<file path="config.mk">
export PLATFORM = sky130hd
export DESIGN_NAME = stream_ctr_unit
export DESIGN_NICKNAME = d
export VERILOG_FILES = /design/src/rtl/sc_pkg.sv /design/src/rtl/sc_slot.sv /design/src/rtl/sc_addr_calc.sv /design/src/rtl/stream_ctr_unit.sv
export SDC_FILE = /design/constraint.sdc
export NUM_CORES = 1
export LEC_CHECK = 0
export BUFFER_PORTS_ARGS = -buffer_cell sky130_fd_sc_hd__clkbuf_2
export CAP_MARGIN = 20
export CORE_UTILIZATION = 52
export DETAILED_ROUTE_END_ITERATION = 12
export PLACE_DENSITY_LB_ADDON = 0.2
export SLEW_MARGIN = 20
export SYNTH_ARGS = -nofsm -noshare
export SYNTH_HDL_FRONTEND = slang
export SYNTH_HIERARCHICAL = 1
export SYNTH_SLANG_ARGS = --single-unit
</file>
<file path="constraint.sdc">
create_clock -name clk -period 3.85 [get_ports clk]
set_input_delay 0.1925 -clock clk [delete_from_list [all_inputs] [get_ports clk]]
set_output_delay 0.1925 -clock clk [all_outputs]
set_load 0.02 [all_outputs]
</file>
<file path="src/rtl/sc_pkg.sv">
package sc_pkg;
  typedef enum logic [1:0] {
    ACC_NONE = 2'd0,
    ACC_RD   = 2'd1,
    ACC_WR   = 2'd2
  } acc_kind_e;
endpackage

</file>
<file path="src/rtl/sc_slot.sv">
module sc_slot #(
  parameter int AW = 16
) (
  input  logic          clk,
  input  logic          rst,
  input  logic          ld,
  input  logic [AW-1:0] ld_addr,
  input  logic          ld_rd_inc,
  input  logic          ld_wr_inc,
  input  logic          adv,
  input  logic [AW-1:0] adv_addr,
  output logic [AW-1:0] cur_addr,
  output logic          rd_inc,
  output logic          wr_inc
);
  always_ff @(posedge clk) begin
    if (rst) begin
      cur_addr <= '0;
      rd_inc   <= 1'b1;
      wr_inc   <= 1'b1;
    end else if (ld) begin
      cur_addr <= ld_addr;
      rd_inc   <= ld_rd_inc;
      wr_inc   <= ld_wr_inc;
    end else if (adv) begin
      cur_addr <= adv_addr;
    end
  end
endmodule

</file>
<file path="src/rtl/sc_addr_calc.sv">
module sc_addr_calc
  import sc_pkg::*;
#(
  parameter int AW   = 16,
  parameter int OFFW = 8
) (
  input  logic [AW-1:0]   cur,
  input  logic            rd_inc,
  input  logic            wr_inc,
  input  acc_kind_e       kind,
  input  logic            idx,
  input  logic [OFFW-1:0] off,
  output logic [AW-1:0]   acc_addr,
  output logic [AW-1:0]   nxt_addr,
  output logic            adv
);
  localparam logic [AW-1:0] ONE  = AW'(1);
  localparam logic [AW-1:0] MONE = '1;

  logic            stack_mode;
  logic [AW-1:0]   rd_step;
  logic [AW-1:0]   wr_step;
  logic [AW-1:0]   off_ext;
  logic [AW-1:0]   rd_moved;

  assign stack_mode = rd_inc ^ wr_inc;
  assign rd_step    = rd_inc ? ONE : MONE;
  assign wr_step    = wr_inc ? ONE : MONE;
  assign off_ext    = {{(AW-OFFW){off[OFFW-1]}}, off};
  assign rd_moved   = cur + rd_step;

  always_comb begin
    acc_addr = cur;
    nxt_addr = cur;
    adv      = 1'b0;
    if (idx) begin
      acc_addr = cur + off_ext;
    end else begin
      unique case (kind)
        ACC_RD: begin
          acc_addr = stack_mode ? rd_moved : cur;
          nxt_addr = rd_moved;
          adv      = 1'b1;
        end
        ACC_WR: begin
          nxt_addr = cur + wr_step;
          adv      = 1'b1;
        end
        default: ;
      endcase
    end
  end
endmodule

</file>
<file path="src/rtl/stream_ctr_unit.sv">
module stream_ctr_unit
  import sc_pkg::*;
#(
  parameter int N_CTR = 4,
  parameter int AW    = 16,
  parameter int DW    = 16,
  parameter int OFFW  = 8,
  localparam int SELW = $clog2(N_CTR)
) (
  input  logic            clk,
  input  logic            rst,
  input  logic            set_en,
  input  logic [SELW-1:0] set_sel,
  input  logic [AW-1:0]   set_addr,
  input  logic            set_rd_inc,
  input  logic            set_wr_inc,
  input  logic            acc_rd,
  input  logic            acc_wr,
  input  logic            acc_idx,
  input  logic [SELW-1:0] acc_sel,
  input  logic [OFFW-1:0] acc_off,
  input  logic [DW-1:0]   acc_wdata,
  output logic            stall,
  output logic            mem_re,
  output logic            mem_we,
  output logic [AW-1:0]   mem_addr,
  output logic [DW-1:0]   mem_wdata,
  input  logic [DW-1:0]   mem_rdata,
  output logic            rd_valid,
  output logic [DW-1:0]   rd_data
);
  logic [AW-1:0] slot_addr [N_CTR];
  logic          slot_rinc [N_CTR];
  logic          slot_winc [N_CTR];

  acc_kind_e     kind;
  logic [AW-1:0] nxt_addr;
  logic          calc_adv;

  assign stall = set_en && (acc_rd || acc_wr) && (set_sel == acc_sel);

  always_comb begin
    if (stall)       kind = ACC_NONE;
    else if (acc_rd) kind = ACC_RD;
    else if (acc_wr) kind = ACC_WR;
    else             kind = ACC_NONE;
  end

  for (genvar g = 0; g < N_CTR; g++) begin : g_slot
    sc_slot #(.AW(AW)) u_slot (
      .clk       (clk),
      .rst       (rst),
      .ld        (set_en && (set_sel == SELW'(g))),
      .ld_addr   (set_addr),
      .ld_rd_inc (set_rd_inc),
      .ld_wr_inc (set_wr_inc),
      .adv       (calc_adv && (acc_sel == SELW'(g))),
      .adv_addr  (nxt_addr),
      .cur_addr  (slot_addr[g]),
      .rd_inc    (slot_rinc[g]),
      .wr_inc    (slot_winc[g])
    );
  end

  sc_addr_calc #(.AW(AW), .OFFW(OFFW)) u_calc (
    .cur      (slot_addr[acc_sel]),
    .rd_inc   (slot_rinc[acc_sel]),
    .wr_inc   (slot_winc[acc_sel]),
    .kind     (kind),
    .idx      (acc_idx),
    .off      (acc_off),
    .acc_addr (mem_addr),
    .nxt_addr (nxt_addr),
    .adv      (calc_adv)
  );

  assign mem_re    = (kind == ACC_RD);
  assign mem_we    = (kind == ACC_WR);
  assign mem_wdata = acc_wdata;
  assign rd_data   = mem_rdata;

  always_ff @(posedge clk) begin
    if (rst) rd_valid <= 1'b0;
    else     rd_valid <= mem_re;
  end
endmodule

</file>
## Yosys cells after proc, flatten, opt, wreduce, memory -nomap -nowiden

Cells that the tools add are included.

| storage, ports and cells | value |
|---|---|
| register bits after elaboration | 73 |
| bits of input ports | 68 |
| word-level logic and storage cells | 75 |
| output and inout bits | 52 |

| operators by class | value |
|---|---|
| reduce and logical (&&, ||, !) cells | 18 |
| equal/unequal tests | 9 |
| muxes and demuxes | 29 |
| add/sub/neg operators | 3 |
| bitwise gates (word level) | 2 |
| $lt $le $gt $ge | 1 |

Operator list:

| cell | number |
|---|---|
| $mux W16 | 16 |
| $add A16 B16 Y16 | 3 |
| $bmux W16 S2 | 1 |
| $pmux W16 S2 | 1 |
| $eq A2 B2 Y1 const B | 5 |
| $logic_and A1 B1 Y1 | 10 |
| $reduce_bool A2 Y1 | 4 |
| $eq A2 B1 Y1 const B | 3 |
| $mux W1 | 6 |
| $mux W2 | 3 |
| $bmux W1 S2 | 2 |
| $logic_not A2 Y1 | 2 |
| $ge A3 B3 Y1 const B | 1 |
| $not A2 Y3 | 1 |
| $eq A2 B2 Y1 | 1 |
| $reduce_or A2 Y1 | 1 |
| $logic_or A1 B1 Y1 | 1 |
| $xor A1 B1 Y1 | 1 |

## Depth between registers and ports, before layout

Gate-level depths: netlist of run 1.

| logic depth | value |
|---|---|
| depth in word-level cells | 11 |
| gate-level depth with buffers | 16 |
| depth with buffers taken out | 12 |

## Cells and area by module

Netlist of run 1, hierarchy kept.

Modules (own cells, without submodules):

| module | area each (µm²) | times used | sequential area each (µm²) | cells each |
|---|---|---|---|---|
| sc_slot | 825.8 | 4 | 360.3 | 78 |
| sc_addr_calc | 2816.5 | 1 | 0.0 | 388 |
| stream_ctr_unit | 857.1 | 1 | 20.0 | 77 |

## Least setup slack after synthesis of run 1

No wires, ideal clock.

| timing path | value |
|---|---|
| path kind | in2reg |
| from | input port acc_sel[0] |
| to | register g_slot[0].u_slot.cur_addr[14] |
| setup slack | 200 ps |
| data arrival time | 3565 ps |
| data required time | 3764 ps |
| stages | 14 |
| buffers on the path | 2 |
| library setup time | 86 ps |
| path through | buf_6 > buf_12 > mux4_2 > inv_1 > ha_1 > nor2b_1 > o31ai_2 > a21oi_2 > a221oi_2 > o21ai_1 > xnor2_1 > o311ai_1 > mux2i_1 > a211oi_1 |

| between the ends | value |
|---|---|
| word-level cells in the longest chain between the ends | 10 |
| elaborated cells on any way between the ends | 29 |
| classes of those cells | 2 x add/sub; 3 x eq/ne; 18 x mux; 1 x bitwise; 5 x reduce/logical |

RTL lines:

| element | line | RTL |
|---|---|---|
| start, declared | stream_ctr_unit.sv:20 | `input logic [SELW-1:0] acc_sel,` |
| $not A2 Y3 (not written as such) | stream_ctr_unit.sv:66, stream_ctr_unit.sv:67, stream_ctr_unit.sv:68 |  |
| $bmux W1 S2, on equally long branches | stream_ctr_unit.sv:68, stream_ctr_unit.sv:67 |  |
| $mux W1, on equally long branches (2 in a row) | stream_ctr_unit.sv:68, stream_ctr_unit.sv:67 |  |
| $mux W16, on equally long branches | sc_addr_calc.sv:28, sc_addr_calc.sv:27 |  |
| $add A16 B16 Y16, on equally long branches | sc_addr_calc.sv:46, sc_addr_calc.sv:30 |  |
| $pmux W16 S2 | sc_addr_calc.sv:39 | `unique case (kind)` |
| $mux W16 * | sc_addr_calc.sv:36 | `if (idx) begin` |
| net nxt_addr[14] | stream_ctr_unit.sv:37 | `logic [AW-1:0] nxt_addr;` |
| $mux W16 * | sc_slot.sv:25 | `end else if (adv) begin` |
| $mux W16 * | sc_slot.sv:21 | `end else if (ld) begin` |
| end signal, assigned | sc_slot.sv:22 | `cur_addr <= ld_addr;` |
| end signal, assigned | sc_slot.sv:26 | `cur_addr <= adv_addr;` |
| end, declared | sc_slot.sv:12 | `output logic [AW-1:0] cur_addr,` |

The timed path passes the listed nets; every way through them passes the cells marked *. The select of a mux whose other input is x is not followed.
A chain may end at the register's enable or synchronous reset.

## Final worst setup path of run 1

| timing path | value |
|---|---|
| from | register g_slot[3].u_slot.rd_inc |
| to | output port mem_addr[14] |

| between the ends | value |
|---|---|
| word-level cells in the longest chain between the ends | 8 |
| elaborated cells on any way between the ends | 9 |
| classes of those cells | 1 x add/sub; 7 x mux; 1 x bitwise |

RTL lines:

| element | line | RTL |
|---|---|---|
| start, declared | sc_slot.sv:13 | `output logic rd_inc,` |
| start signal, assigned | sc_slot.sv:23 | `rd_inc <= ld_rd_inc;` |
| $bmux W1 S2 * | stream_ctr_unit.sv:67 | `.rd_inc (slot_rinc[acc_sel]),` |
| $mux W1 (not written as such) * (2 in a row) | stream_ctr_unit.sv:67 |  |
| $mux W16 | sc_addr_calc.sv:27 | `assign rd_step = rd_inc ? ONE : MONE;` |
| $add A16 B16 Y16 | sc_addr_calc.sv:30 | `assign rd_moved = cur + rd_step;` |
| $mux W16 * | sc_addr_calc.sv:41 | `acc_addr = stack_mode ? rd_moved : cur;` |
| $mux W16 * | sc_addr_calc.sv:39 |  |
| $mux W16 * | sc_addr_calc.sv:36 |  |
| end, declared | stream_ctr_unit.sv:26 | `output logic [AW-1:0] mem_addr,` |

Every way passes the cells marked *; elsewhere a longest branch is shown, timed or not. The select of a mux whose other input is x is not followed.

==> results of run 1 <==
==> routing by layer <==
layer / track usage [%] / share of wire [%] / vias up / wire (um)
li1: - / - / 2917 / -
met1: 36.7 / 44 / 3043 / 8520
met2: 46.7 / 47 / 238 / 9180
met3: 5.86 / 7.0 / 30 / 1360
met4: 8.17 / 1.5 / 0 / 283
met5: 0 / 0 / - / 0
==> state kept, by name, indices dropped and copies added (netlist names) <==
register	cells
g_slot.u_slot/rd_inc	4
g_slot.u_slot/wr_inc	4
g_slot.u_slot/cur_addr	64
rd_valid	1
==> area by class of cell <==
type                    count  area [sq um]
clock buffers              11           243
repair buffers             85           563
inverters                  22          82.6
clock inverters             5          55.1
fillers                  1163          5310
multi-input cells         602          4890
well taps                 172           215
flip-flops and latches     73          1460
==> where the power goes <==
part	internal (mW)	switching, mW	total (mW)
registers	0.802	0.0235	0.826
clock network	0.517	0.317	0.833
logic	0.327	0.493	0.820
total	1.65	0.833	2.48
==> stage by stage <==
step / util (%) / power, mW
final: 58.6 / 2.48
after global routing: 58.6 / 2.61
after CTS: 58.5 / 2.48
after detailed placement: 56.1 / 1.64
after global placement: 56.1 / 1.62
after floorplan: - / 1.47
==> cells in the final DEF (no fill, tap or decap), types with 15 or more instances in the layout <==
cell type	instances
mux4_2	18
buf_4	25
nor2b_1	75
ha_1	45
xor2_1	15
nand2_1	31
mux2i_1	81
dfxtp_1	73
xnor2_1	24
clkbuf_2	54
nor2_1	36
inv_1	20
a211oi_1	75
o21ai_0	23
a21oi_1	28
==> worst min-delay path by stage <==
stage                               to  slack [ns]
2_1_floorplan                 rd_valid        0.27
3_5_place_dp              mem_wdata[4]        0.39
4_1_cts        g_slot[0].u_slot/rd_inc        0.11
6_report       g_slot[0].u_slot/rd_inc        0.12
3_3_place_gp              mem_wdata[4]        0.39
5_1_grt        g_slot[0].u_slot/rd_inc        0.12
==> cells by family after synthesis <==
kind of cell	after synthesis	share of synthesized area, %
simple gates	194	14.9
fa+ha+maj	48	8.93
flops	73	20.9
compound gates	222	23.6
xor+xnor	39	4.90
mux	99	17.4
buf+inv	102	9.31
==> worst max-delay path: stages (launching register included) <==
cell and delay (ns):
dfxtp_1 0.30, mux4_2 0.54, inv_2 0.16, ha_1 0.29, nor2b_1 0.17, o31ai_2 0.31
a21oi_2 0.15, a221oi_2 0.30, o21ai_1 0.16, xnor2_1 0.23, a221oi_2 0.31, buf_2 0.21
==> results.toml, run 1 <==
[detailed_routing]
vias_per_cell = 6.42
first_iter_violations = 501
post-route-drc-count = 0
num_vias = 6228
first_pass_iters = 5
wirelength_um = 19300
wl_per_cell_um = 19.9
antenna_left = 0

[logic_synthesis]
yosys_warnings = 6
netlist-cell-type-count = 69
syn_area_sq_um = 6980
ys_async_sr_fraction_pct = 0
ys_seq_area_share_pct = 20.9
yosys-top-cells-count = "81 x mux2i_1, 75 x a211oi_1, 75 x nor2b_1"
synth_most_common_cell = "mux2i_1"
synth_edf_count = 0
ys.flop_type = "dfxtp_1"
yosys.area.top_type_share_pct = 20.9
synthTopCellsByArea = "dfxtp_1 21%, mux2i_1 12%, a211oi_1 8.1%, ha_1 8.1%, nor2b_1 6.7%"
yosys.area.top_type = "dfxtp_1"
syn_inst = 777
ys_ff_latch = 73
syn_nets = 893
avgSynthCellArea_sq_um = 8.98

[placed_design]
gp_congestion = 1.02
dp_hpwl_um = 14200
pre_cts_slack_ns = 0.100
port_buffers = 55
placed_cells = 954
dpl_cell_area_sq_um = 7200

[worst_setup_path]
setup.worst_path.end = "mem_addr[14]"
crit_type = "reg -> out"
end_kind = "output pin"
critPathMaxFanout = 7
setup.worst_path.start_class = "register"
r2r-start = "g_slot[3].u_slot/rd_inc"
worstSetupStartpoint = "g_slot[3].u_slot/rd_inc"
r2r_setup_slack_ns = 0.29
crit_required_ns = 3.66
crit_arrival_ns = 3.47
ff2ff_path_depth = 13
worstReg2RegEnd = "g_slot[1].u_slot/cur_addr[15]"

[sta]
fmax_ghz = 0.273
hold_ws_ns = 0.124
max-slew-margin-rel_pct = 40.3
fin_crit_ns = 3.66
finalSetupViolCount = 0
tns_ns = 0
slew_viol_final = 0
tightest_slew_ns = 0.896
fin_skew_ns = 0.00600
hold_viol = 0
setup_ws_ns = 0.188
fin_crit_sh_pct = 95.1

[cells_and_area]
final_area_sq_um = 7510
syn2layout_area_growth_pct = 7.66
fin_cells = 970
drive_above_1_share_pct = 17.8
num_antenna_cells = 0
nets = 909

[floorplan]
num_rows = 41
initial_core_util_pct = 54.4
io_pins = 120
die_h_um = 118
die_x_um = 118
die_area_sq_um = 13900
core_sq_um = 12800

[clocking]
htreeDepth = 3
insertion_delay_ns = 0.34
post_cts_buffers = 0
clockBufferDepth = 2
cts_tree = "built"
root_buffer = "clkbuf_16"
clkSinkCount = 73
ctsHoldBuffers = 0
path_clk_slew_ns = 0.06
post_cts_resized = 0
cts_buffers = 9

[global_routing]
grt_max_degree = 58
grt_use_total_pct = 28.2
antenna_found_initial = 0
grt_pass1_wl_um = 31400
overflow = 0
grt_pass1_vias = 6103

[min_path]
worstHoldStart = "set_rd_inc"
hold_class = "in -> reg"
hold_depth = 2

[power]
power.density_nw_per_um2 = 330
leakage_nw = 3.01
peakVddDrop_uv = 298

[outcome]
outcome = "completed"

[run]
maxCapViolations = 0
(Power assumes the default switching activity.)
==> inputs of run 2 (changes only) <==
Settings changed: CORE_MARGIN from default to 2, SLEW_MARGIN 20 to default.
==> run 2 against run 1 <==
  * Final cell count up 0.52%
  * Clock power decreased by 2%
  * Routed wire length grew 1.0%
  * Power down 0.38%
  * Global-route usage fell by 0.73 points
  * Combinational power increased by 0.6%
  * Sequential power barely moved
  * Setup slack lost 0.0018 ns
  * Non-clock buffer count up 1
  * Hold slack better by 0.016 ns
  * Flip-flop and latch count unchanged
  * Largest cell class unchanged
  * Largest power group is now registers
==> results.toml, run 2 (synthesis results as in run 1) <==
[outcome]
outcome = "completed"

[global_routing]
overflow = 0
grt_use_total_pct = 27.4
grt_pass1_vias = 6139
grt_pass1_wl_um = 31600
antenna_found_initial = 0
grt_max_degree = 50

[clocking]
ctsHoldBuffers = 0
cts_buffers = 9
clkSinkCount = 73
cts_tree = "built"
post_cts_resized = 0
htreeDepth = 3
path_clk_slew_ns = 0.05
root_buffer = "clkbuf_16"
insertion_delay_ns = 0.34
clockBufferDepth = 2
post_cts_buffers = 0

[cells_and_area]
top_regs = "g_slot.u_slot/cur_addr x64, g_slot.u_slot/rd_inc x4, g_slot.u_slot/wr_inc x4"
ff_latch_area_sq_um = 1460
largest_register_ffs = 64
num_antenna_cells = 0
final_common_cell = "mux2i_1"
syn2layout_area_growth_pct = 7.57
largest_register = "g_slot.u_slot/cur_addr"
multiInputGateArea_sq_um = 4890
fillCellCount = 1187
drive_above_1_share_pct = 17.6
layout_common_cells = "81 x mux2i_1, 75 x nor2b_1, 75 x a211oi_1"
post-route-util_pct = 56.9
nets = 910

[sta]
setup_ws_ns = 0.186
finalSetupViolCount = 0
hold_viol = 0
fmax_ghz = 0.273
slew_viol_final = 0
fin_crit_sh_pct = 95.2
tightest_slew_ns = 1.02
fin_crit_ns = 3.66
max-slew-margin-rel_pct = 31.7
fin_skew_ns = 0.00939
rsz0062_at_grt = "false"

[floorplan]
core_sq_um = 13200
io_pins = 120
die_area_sq_um = 14400
num_rows = 42
die_x_um = 120
die_h_um = 120
initial_core_util_pct = 52.9

[detailed_routing]
wirelength_um = 19500
first_iter_violations = 448
post-route-drc-count = 0
wl_per_cell_um = 20.0
first_pass_iters = 5
antenna_left = 0
num_vias = 6175
vias_per_cell = 6.33

[placed_design]
dp_hpwl_um = 14500
pre_cts_slack_ns = -0.0130
port_buffers = 55
gp_congestion = 0.959

[power]
leakage_nw = 3.01
peakVddDrop_uv = 256
power.density_nw_per_um2 = 329

[worst_setup_path]
crit_required_ns = 3.66
end_kind = "output pin"
setup.worst_path.start_class = "register"
crit_arrival_ns = 3.47
r2r_setup_slack_ns = 0.30
critPathMaxFanout = 11
crit_type = "reg -> out"

[run]
maxCapViolations = 0

[min_path]
hold_class = "in -> reg"
run 2: through the flow:
| stage | hold WS (ns) | setup TNS [ns] | instance area, sq um | std cells | total power [mW] |
|---|---|---|---|---|---|
| 6_report | 0.140 | 0 | 7500 | 975 | 2.47 |
| 3_3_place_gp | 0.385 | 0 | 7200 | 959 | 1.63 |
| 5_1_grt | 0.144 | 0 | 7500 | 975 | 2.59 |
| 4_1_cts | 0.137 | 0 | 7490 | 975 | 2.46 |
| 2_1_floorplan | 0.271 | 0 | 6980 | 777 | 1.47 |
| 3_5_place_dp | 0.385 | -0.0257 | 7200 | 959 | 1.65 |
run 2: metal layers:
layer	share of wire, %	global-route usage (%)
met1	46	37.2
met2	46	45.0
met3	6.0	3.33
met4	2.4	10.0
met5	0	0
run 2: final timing paths:
check	start	endpoint	cells past startpoint
worst min-delay path	set_wr_inc	g_slot[1].u_slot/wr_inc	2
worst max register to register	g_slot[3].u_slot/rd_inc	g_slot[2].u_slot/cur_addr[14]	14
worst min register to register	g_slot[1].u_slot/cur_addr[4]	g_slot[1].u_slot/cur_addr[4]	2
worst max-delay path	g_slot[3].u_slot/rd_inc	mem_addr[14]	12
run 2: cell type report:
| type | instances | area share [%] |
|---|---|---|
| well taps | 176 | 2.93 |
| flip-flops and latches | 73 | 19.5 |
| clock buffers | 11 | 3.10 |
| repair buffers | 86 | 7.47 |
| clock inverters | 5 | 0.750 |
| inverters | 22 | 1.10 |
| multi-input cells | 602 | 65.2 |
run 2: report_power, final:
part | internal, mW | total [mW] | switching, mW
Combinational | 0.327 | 0.825 | 0.498
Sequential | 0.802 | 0.827 | 0.0245
Clock | 0.501 | 0.818 | 0.317
run 2: critical path, cell delays in order (launching register included):
cell and delay [ns]:
dfxtp_1 0.33, mux4_2 0.51, inv_1 0.10, buf_4 0.20, ha_1 0.29, or2_1 0.24, a21oi_1 0.18, a21oi_2 0.09
a221oi_2 0.31, o21ai_1 0.16, xnor2_1 0.23, a221oi_2 0.30, clkbuf_2 0.21
